<file path="src/rtl/drift_pkg.sv">
package drift_pkg;

    localparam int CODE_W = 5;
    localparam int MAG_W  = 3;
    localparam logic [CODE_W-1:0] CODE_TOP = '1;

    typedef enum logic [2:0] {
        MC_NOP   = 3'd0,
        MC_OPEN  = 3'd1,
        MC_WRITE = 3'd2,
        MC_READ  = 3'd3,
        MC_CLOSE = 3'd4
    } mem_cmd_e;

    typedef enum logic [3:0] {
        ST_IDLE, ST_WOPEN, ST_WCOL, ST_WCLOSE, ST_WAIT,
        ST_ROPEN, ST_RCOL, ST_RDATA, ST_REMIT, ST_RCLOSE, ST_DONE
    } seq_state_e;

    typedef struct packed {
        logic [CODE_W-1:0] code;
        logic [MAG_W-1:0]  mag;
        logic              bad;
    } cell_verdict_t;

    function automatic logic [MAG_W-1:0] ones_in(input logic [CODE_W-1:0] c);
        logic [MAG_W-1:0] n;
        n = '0;
        for (int i = 0; i < CODE_W; i++) begin
            n = n + MAG_W'(c[i]);
        end
        return n;
    endfunction

endpackage

</file>
<file path="src/rtl/drift_code_classify.sv">
module drift_code_classify
    import drift_pkg::*;
(
    input  logic [CODE_W-1:0] code_i,
    output cell_verdict_t     verdict_o
);

    logic [CODE_W-2:0] hole;

    genvar gi;
    generate
        for (gi = 0; gi < CODE_W - 1; gi++) begin : g_hole
            assign hole[gi] = code_i[gi+1] & ~code_i[gi];
        end
    endgenerate

    always_comb begin
        verdict_o.code = code_i;
        verdict_o.mag  = MAG_W'(CODE_W) - ones_in(code_i);
        verdict_o.bad  = |hole;
    end

endmodule

</file>
<file path="src/rtl/drift_addr_walk.sv">
module drift_addr_walk #(
    parameter int ROW_W = 8,
    parameter int COL_W = 6
) (
    input  logic             clk,
    input  logic             rst,
    input  logic             load,
    input  logic             rewind,
    input  logic             step_col,
    input  logic             step_row,
    input  logic [ROW_W-1:0] base_i,
    input  logic [ROW_W-1:0] rows_i,
    input  logic [COL_W-1:0] cols_i,
    output logic [ROW_W-1:0] row_o,
    output logic [COL_W-1:0] col_o,
    output logic             last_col_o,
    output logic             last_row_o
);

    logic [ROW_W-1:0] base_q, rows_q, idx_q;
    logic [COL_W-1:0] cols_q, col_q;

    always_ff @(posedge clk) begin
        if (rst) begin
            base_q <= '0;
            rows_q <= '0;
            cols_q <= '0;
            idx_q  <= '0;
            col_q  <= '0;
        end else if (load) begin
            base_q <= base_i;
            rows_q <= rows_i;
            cols_q <= cols_i;
            idx_q  <= '0;
            col_q  <= '0;
        end else if (rewind) begin
            idx_q <= '0;
            col_q <= '0;
        end else if (step_row) begin
            idx_q <= idx_q + ROW_W'(1);
            col_q <= '0;
        end else if (step_col) begin
            col_q <= col_q + COL_W'(1);
        end
    end

    assign row_o      = base_q + idx_q;
    assign col_o      = col_q;
    assign last_col_o = (col_q == cols_q - COL_W'(1));
    assign last_row_o = (idx_q == rows_q - ROW_W'(1));

    AST_COL_IN_RANGE: assert property (@(posedge clk) disable iff (rst)
        (cols_q != '0) |-> (col_q < cols_q));
    AST_ROW_IN_RANGE: assert property (@(posedge clk) disable iff (rst)
        (rows_q != '0) |-> (idx_q < rows_q));

endmodule

</file>
<file path="src/rtl/drift_wait_timer.sv">
module drift_wait_timer #(
    parameter int CNT_W = 32
) (
    input  logic             clk,
    input  logic             rst,
    input  logic             arm,
    input  logic [CNT_W-1:0] len_i,
    output logic             last_o
);

    logic [CNT_W-1:0] cnt_q;
    logic             run_q;

    always_ff @(posedge clk) begin
        if (rst) begin
            cnt_q <= '0;
            run_q <= 1'b0;
        end else if (arm) begin
            cnt_q <= len_i - CNT_W'(1);
            run_q <= 1'b1;
        end else if (run_q) begin
            if (cnt_q == '0) run_q <= 1'b0;
            else             cnt_q <= cnt_q - CNT_W'(1);
        end
    end

    assign last_o = run_q && (cnt_q == '0);

    AST_ARM_NONZERO: assert property (@(posedge clk) disable iff (rst)
        arm |-> (len_i != '0));
    AST_ARM_WHEN_IDLE: assert property (@(posedge clk) disable iff (rst)
        arm |-> !run_q);
    AST_TIMER_STOPS: assert property (@(posedge clk) disable iff (rst)
        last_o |=> !run_q);

endmodule

</file>
<file path="src/rtl/drift_test_seq.sv">
module drift_test_seq
    import drift_pkg::*;
#(
    parameter int ROW_W = 8,
    parameter int COL_W = 6,
    parameter int TMR_W = 32
) (
    input  logic              clk,
    input  logic              rst,
    input  logic              start,
    input  logic [ROW_W-1:0]  cfg_base_row,
    input  logic [ROW_W-1:0]  cfg_rows,
    input  logic [COL_W-1:0]  cfg_cols,
    input  logic [TMR_W-1:0]  cfg_drift_cycles,
    output logic              busy,
    output logic              done,
    output logic [2:0]        mem_cmd,
    output logic [ROW_W-1:0]  mem_row,
    output logic [COL_W-1:0]  mem_col,
    output logic [CODE_W-1:0] mem_wdata,
    input  logic              mem_rdy,
    input  logic              mem_rvalid,
    input  logic [CODE_W-1:0] mem_rdata,
    output logic              bm_valid,
    input  logic              bm_ready,
    output logic [ROW_W-1:0]  bm_row,
    output logic [COL_W-1:0]  bm_col,
    output logic [CODE_W-1:0] bm_code,
    output logic [MAG_W-1:0]  bm_drift,
    output logic              bm_invalid
);

    seq_state_e        state_q, state_d;
    logic [TMR_W-1:0]  drift_q;
    logic [CODE_W-1:0] code_q;
    logic              page_open_q;
    logic              load, rewind, step_col, step_row, arm, capture;
    logic [ROW_W-1:0]  walk_row;
    logic [COL_W-1:0]  walk_col;
    logic              last_col, last_row, tmr_last;
    mem_cmd_e          cmd;
    cell_verdict_t     verdict;

    drift_addr_walk #(.ROW_W(ROW_W), .COL_W(COL_W)) u_walk (
        .clk        (clk),
        .rst        (rst),
        .load       (load),
        .rewind     (rewind),
        .step_col   (step_col),
        .step_row   (step_row),
        .base_i     (cfg_base_row),
        .rows_i     (cfg_rows),
        .cols_i     (cfg_cols),
        .row_o      (walk_row),
        .col_o      (walk_col),
        .last_col_o (last_col),
        .last_row_o (last_row)
    );

    drift_wait_timer #(.CNT_W(TMR_W)) u_timer (
        .clk    (clk),
        .rst    (rst),
        .arm    (arm),
        .len_i  (drift_q),
        .last_o (tmr_last)
    );

    drift_code_classify u_class (
        .code_i    (code_q),
        .verdict_o (verdict)
    );

    // Command decode from the sequencer state
    always_comb begin
        unique case (state_q)
            ST_WOPEN, ST_ROPEN:   cmd = MC_OPEN;
            ST_WCOL:              cmd = MC_WRITE;
            ST_RCOL:              cmd = MC_READ;
            ST_WCLOSE, ST_RCLOSE: cmd = MC_CLOSE;
            default:              cmd = MC_NOP;
        endcase
    end

    // Next state and walker/timer control
    always_comb begin
        state_d  = state_q;
        load     = 1'b0;
        rewind   = 1'b0;
        step_col = 1'b0;
        step_row = 1'b0;
        arm      = 1'b0;
        capture  = 1'b0;
        unique case (state_q)
            ST_IDLE, ST_DONE: begin
                if (start) begin
                    load    = 1'b1;
                    state_d = (cfg_rows == '0 || cfg_cols == '0) ? ST_DONE : ST_WOPEN;
                end
            end
            ST_WOPEN: if (mem_rdy) state_d = ST_WCOL;
            ST_WCOL: begin
                if (mem_rdy) begin
                    if (last_col) state_d = ST_WCLOSE;
                    else          step_col = 1'b1;
                end
            end
            ST_WCLOSE: begin
                if (mem_rdy) begin
                    if (last_row) begin
                        rewind = 1'b1;
                        if (drift_q == '0) begin
                            state_d = ST_ROPEN;
                        end else begin
                            arm     = 1'b1;
                            state_d = ST_WAIT;
                        end
                    end else begin
                        step_row = 1'b1;
                        state_d  = ST_WOPEN;
                    end
                end
            end
            ST_WAIT:  if (tmr_last) state_d = ST_ROPEN;
            ST_ROPEN: if (mem_rdy) state_d = ST_RCOL;
            ST_RCOL:  if (mem_rdy) state_d = ST_RDATA;
            ST_RDATA: begin
                if (mem_rvalid) begin
                    capture = 1'b1;
                    state_d = ST_REMIT;
                end
            end
            ST_REMIT: begin
                if (bm_ready) begin
                    if (last_col) begin
                        state_d = ST_RCLOSE;
                    end else begin
                        step_col = 1'b1;
                        state_d  = ST_RCOL;
                    end
                end
            end
            ST_RCLOSE: begin
                if (mem_rdy) begin
                    if (last_row) begin
                        state_d = ST_DONE;
                    end else begin
                        step_row = 1'b1;
                        state_d  = ST_ROPEN;
                    end
                end
            end
            default: state_d = ST_IDLE;
        endcase
    end

    always_ff @(posedge clk) begin
        if (rst) begin
            state_q     <= ST_IDLE;
            drift_q     <= '0;
            code_q      <= '0;
            page_open_q <= 1'b0;
        end else begin
            state_q <= state_d;
            if (load)    drift_q <= cfg_drift_cycles;
            if (capture) code_q  <= mem_rdata;
            if (mem_rdy && cmd == MC_OPEN)  page_open_q <= 1'b1;
            if (mem_rdy && cmd == MC_CLOSE) page_open_q <= 1'b0;
        end
    end

    assign mem_cmd    = cmd;
    assign mem_row    = walk_row;
    assign mem_col    = walk_col;
    assign mem_wdata  = CODE_TOP;
    assign busy       = (state_q != ST_IDLE) && (state_q != ST_DONE);
    assign done       = (state_q == ST_DONE);
    assign bm_valid   = (state_q == ST_REMIT);
    assign bm_row     = walk_row;
    assign bm_col     = walk_col;
    assign bm_code    = verdict.code;
    assign bm_drift   = verdict.mag;
    assign bm_invalid = verdict.bad;

    AST_WAIT_QUIET: assert property (@(posedge clk) disable iff (rst)
        (state_q == ST_WAIT) |-> (mem_cmd == MC_NOP));
    AST_ACCESS_IN_PAGE: assert property (@(posedge clk) disable iff (rst)
        (mem_cmd == MC_WRITE || mem_cmd == MC_READ) |-> page_open_q);
    AST_OPEN_ON_CLOSED: assert property (@(posedge clk) disable iff (rst)
        (mem_cmd == MC_OPEN) |-> !page_open_q);
    AST_TOP_CODE_CLEAN: assert property (@(posedge clk) disable iff (rst)
        (bm_valid && bm_code == CODE_TOP) |-> (bm_drift == '0 && !bm_invalid));
    AST_EMPTY_CODE_FULL_DRIFT: assert property (@(posedge clk) disable iff (rst)
        (bm_valid && bm_code == '0) |-> (bm_drift == MAG_W'(CODE_W) && !bm_invalid));
    AST_RECORD_HOLD: assert property (@(posedge clk) disable iff (rst)
        (bm_valid && !bm_ready) |=> (bm_valid && $stable(bm_row) && $stable(bm_col)
                                     && $stable(bm_code) && $stable(bm_invalid)));
    AST_NO_READ_WHILE_PENDING: assert property (@(posedge clk) disable iff (rst)
        bm_valid |-> (mem_cmd == MC_NOP));
    AST_DONE_QUIET: assert property (@(posedge clk) disable iff (rst)
        done |-> (mem_cmd == MC_NOP && !bm_valid && !busy));
    AST_CMD_HOLD: assert property (@(posedge clk) disable iff (rst)
        (mem_cmd != MC_NOP && !mem_rdy) |=> (mem_cmd == $past(mem_cmd)
                                             && $stable(mem_row) && $stable(mem_col)));

endmodule

</file>
<file path="config.mk">
export PLATFORM = sky130hd
export DESIGN_NAME = drift_test_seq
export DESIGN_NICKNAME = d
export VERILOG_FILES = /design/src/rtl/drift_pkg.sv /design/src/rtl/drift_code_classify.sv /design/src/rtl/drift_addr_walk.sv /design/src/rtl/drift_wait_timer.sv /design/src/rtl/drift_test_seq.sv
export SDC_FILE = /design/constraint.sdc
export NUM_CORES = 1
export LEC_CHECK = 0
export ABC_AREA = 1
export ABC_CLOCK_PERIOD_IN_PS = 5800
export CAP_MARGIN = 40
export CORE_MARGIN = 2
export CORE_UTILIZATION = 59
export DETAILED_ROUTE_END_ITERATION = 10
export GPL_TIMING_DRIVEN = 0
export PLACE_DENSITY = 0.86
export SETUP_SLACK_MARGIN = 0.05
export SLEW_MARGIN = 10
export SYNTH_ARGS = -nofsm -noshare
export SYNTH_HDL_FRONTEND = slang
export SYNTH_SLANG_ARGS = --single-unit
</file>
<file path="constraint.sdc">
create_clock -name clk -period 5.8 [get_ports clk]
set_input_delay 1.16 -clock clk [delete_from_list [all_inputs] [get_ports clk]]
set_output_delay 1.16 -clock clk [all_outputs]
set_load 0.1 [all_outputs]
</file>
==> impl_metrics.tcl <==
set metrics [dict create \
    synth_most_common_cell "nand2_1" \
    timing.rr.start "u_walk.rows_q[0]$_SDFFE_PP0P_" \
    clockPowerShare_pct 21.0 \
    ys_ff_latch 110 \
    hp-class "flop to flop" \
    synth_area_leaders "dfxtp_1, nand2_1, inv_1" \
    die_area_um2 13200 \
    syn_area_per_cell_um2 6.48 \
    grt_pass1_wl_um 36800 \
    synthCells 1115 \
    cts.htree.levels 3 \
    dp.cells 1415 \
    crit_type "flop to output pin" \
    max_freq_ghz 0.223 \
    pwr_density_cell_nw_per_um2 300 \
    max_cap_violations 0 \
    p_leak_nw 4.74 \
    ant_nets 0 \
    cts_hold_buf 0 \
    slew-limit-headroom_pct 41.6 \
    place_congestion 0.970 \
    cp_common_cell "o21ai_0" \
    ys_seq_area_share_pct 30.5 \
    drc_errors 0 \
    rsz0062_at_grt "no" \
    cts_buffers 9 \
    coreArea_um2 12000 \
    critical-path-max-stage-delay_ns 0.53 \
    yosys-top-cells-count "nand2_1, inv_1, dfxtp_1" \
    instances_no_fill 1430 \
    crit_chain "ha_1 -> inv_1 -> fa_1 -> o21ai_0 -> a21oi_1 -> o21ai_0 -> xor2_1 -> buf_4 -> clkdlybuf4s50_1 -> buf_8" \
    row_count 40 \
    clkTransAtPathRegs_ns 0.07 \
    fin_tns_setup_ns 0 \
    synth_area_leader_cell "dfxtp_1" \
    pwr-share-seq_pct 33.1 \
    post-route-period-util_pct 77.5 \
    synthArstFlopShare_pct 0 \
    grt_pass1_vias 7760 \
    port_buffers 106 \
    cts_max_path_buffers 2 \
    cts_sinks 110 \
    finalCriticalPeriod_ns 4.49 \
    cp-start-kind "flop" \
    overflow 0 \
    worst_slack_ns 1.31 \
    path_max_fanout 6 \
    fill_cells 862 \
    arrival_ns 3.33 \
    hold_ws_ns 0.477 \
    cts_repair_resize_count 0 \
    drive_gt1_share_pct 12.7 \
    final_nets 1362 \
    antenna_found_initial 1 \
    finalSetupViolations 0 \
    clock_latency_ns 0.36 \
    maxSlewViolCount 0 \
    grt_use_total_pct 35.5 \
    netlist_area_um2 7230 \
    dp_hpwl_um 17900 \
    drt_iter0_markers 798 \
    dieWidth_um 115 \
    cp_slowest_cell "clkdlybuf4s50_1" \
    detail_route.wl_per_cell_um 16.1 \
    hold_violations 0 \
    worstHoldStart "drift_q[27]$_SDFFE_PP0P_" \
    dr.pass1.iters 6 \
    post_cts_buffers 0 \
    n_antenna_cell 0 \
    p_int_mw 1.61 \
    switchingPower_mw 1.21 \
    die_h_um 115 \
    initial_utilization_pct 60.2 \
    ys_warn_count 0 \
    via_per_inst 5.65 \
    preCtsSetupSlack_ns 1.73 \
    drt-total-wl_um 23000 \
    vdd_drop_max_uv 351 \
    synthDistinctLibCells 47 \
    synth_top_area_share_pct 30.5 \
    synth-edff-count 0 \
    worstPathRequired_ns 4.64 \
    grt_max_degree 17 \
    final_util_pct 78.3 \
    area_growth_pct 30.1 \
    p_sw_share_pct 43.0 \
    ios 113 \
    skew_ns 0.00793 \
    cts_tree "done" \
    combPwrFrac_pct 45.9 \
    outcome "finished, final reports clean" \
    vias 8086 \
    ys.flop_type "dfxtp_1" \
    tightest_slew_ns 0.876 \
    clock-root-buffer "clkbuf_16" \
    startpoint "u_walk.idx_q[0]$_SDFFE_PP0P_" \
    critPathCaptureType "output pin" \
]
[power by group through the flow]
stage               Clock, mW  Sequential, mW  Combinational (mW)
global placement            0           0.941                1.09
floorplan                   0           0.931               0.847
detailed placement          0           0.945                1.27
global route            0.617           0.942                1.39
CTS                     0.590           0.929                1.28
finish                  0.592           0.932                1.30
[per-layer routing]
layer / vias up / part of all wire [%] / global-route usage, %
met5: - / 0 / 0
met4: 0 / 4.6 / 19.0
met3: 91 / 9.5 / 6.83
met2: 467 / 47 / 59.5
met1: 3646 / 39 / 43.2
li1: 3882 / - / -
[worst max-delay path, delay by kind of cell, from the launching register on]
kind | cells | cell delay, ns
flip-flops | 1 | 0.46
adder cells (fa/ha/maj) | 2 | 0.61
AO/OA/AOI/OAI | 3 | 0.65
buffers and inverters | 4 | 0.96
XOR/XNOR | 1 | 0.28
[flip-flops by register name, indices dropped and copies added (netlist names)]
name / count
drift_q: 32
u_walk.rows_q: 8
u_timer.run_q: 1
u_walk.idx_q: 8
code_q: 5
u_walk.cols_q: 6
state_q: 4
u_walk.base_q: 8
u_timer.cnt_q: 32
u_walk.col_o: 6
[layout make-up]
cell class | count | area (um2) | share of cell area (%)
clock inverters | 3 | 21.3 | 0.226
inverters | 174 | 653 | 6.95
flip-flops and latches | 110 | 2200 | 23.4
plain buffers | 55 | 332 | 3.53
repair buffers | 149 | 1710 | 18.1
clock buffers | 12 | 246 | 2.62
well taps | 147 | 184 | 1.96
multi-input cells | 780 | 4060 | 43.2
[final timing paths]
path / end / slack, ns / cells after the start
worst max-delay path: mem_row[6] / 1.31 / 10
worst min-delay path: drift_q[27]$_SDFFE_PP0P_ / 0.48 / 2
worst max register to register: u_timer.cnt_q[26]$_SDFFE_PP0P_ / 2.36 / 24
worst min register to register: drift_q[27]$_SDFFE_PP0P_ / 0.48 / 2
[stage by stage]
step	area [um2]	total power [mW]
6_report	9400	2.82
5_1_grt	9400	2.95
4_1_cts	9400	2.80
3_5_place_dp	9140	2.22
3_3_place_gp	8490	2.03
2_1_floorplan	7250	1.78
[logic make-up after synthesis]
logic type                 Yosys count  synth area share, %
AOI/OAI and AO/OA                  202                 14.9
xor gates and xnor gates            20                 2.42
other                                1               0.0519
buffers and inverters              229                 13.6
muxes                                1                0.156
DFF                                110                 30.5
adders and majority gates           18                 3.32
and+or+nand+nor                    534                 35.1
[cell usage in the layout (no fill, tap or decap), types with 10 or more instances in the layout]
cell / instances
nand3_2: 10
ha_1: 16
a21oi_1: 85
inv_1: 169
nand2_1: 233
clkbuf_1: 24
nor3_1: 16
nor4_1: 12
xor2_1: 10
clkdlybuf4s50_1: 106
o21ai_0: 93
nor2_1: 102
dfxtp_1: 110
nor2_2: 16
xnor2_1: 10
buf_8: 43
nand3_1: 83
nand2_2: 23
buf_4: 20
Power figures use the tool's default switching activity.
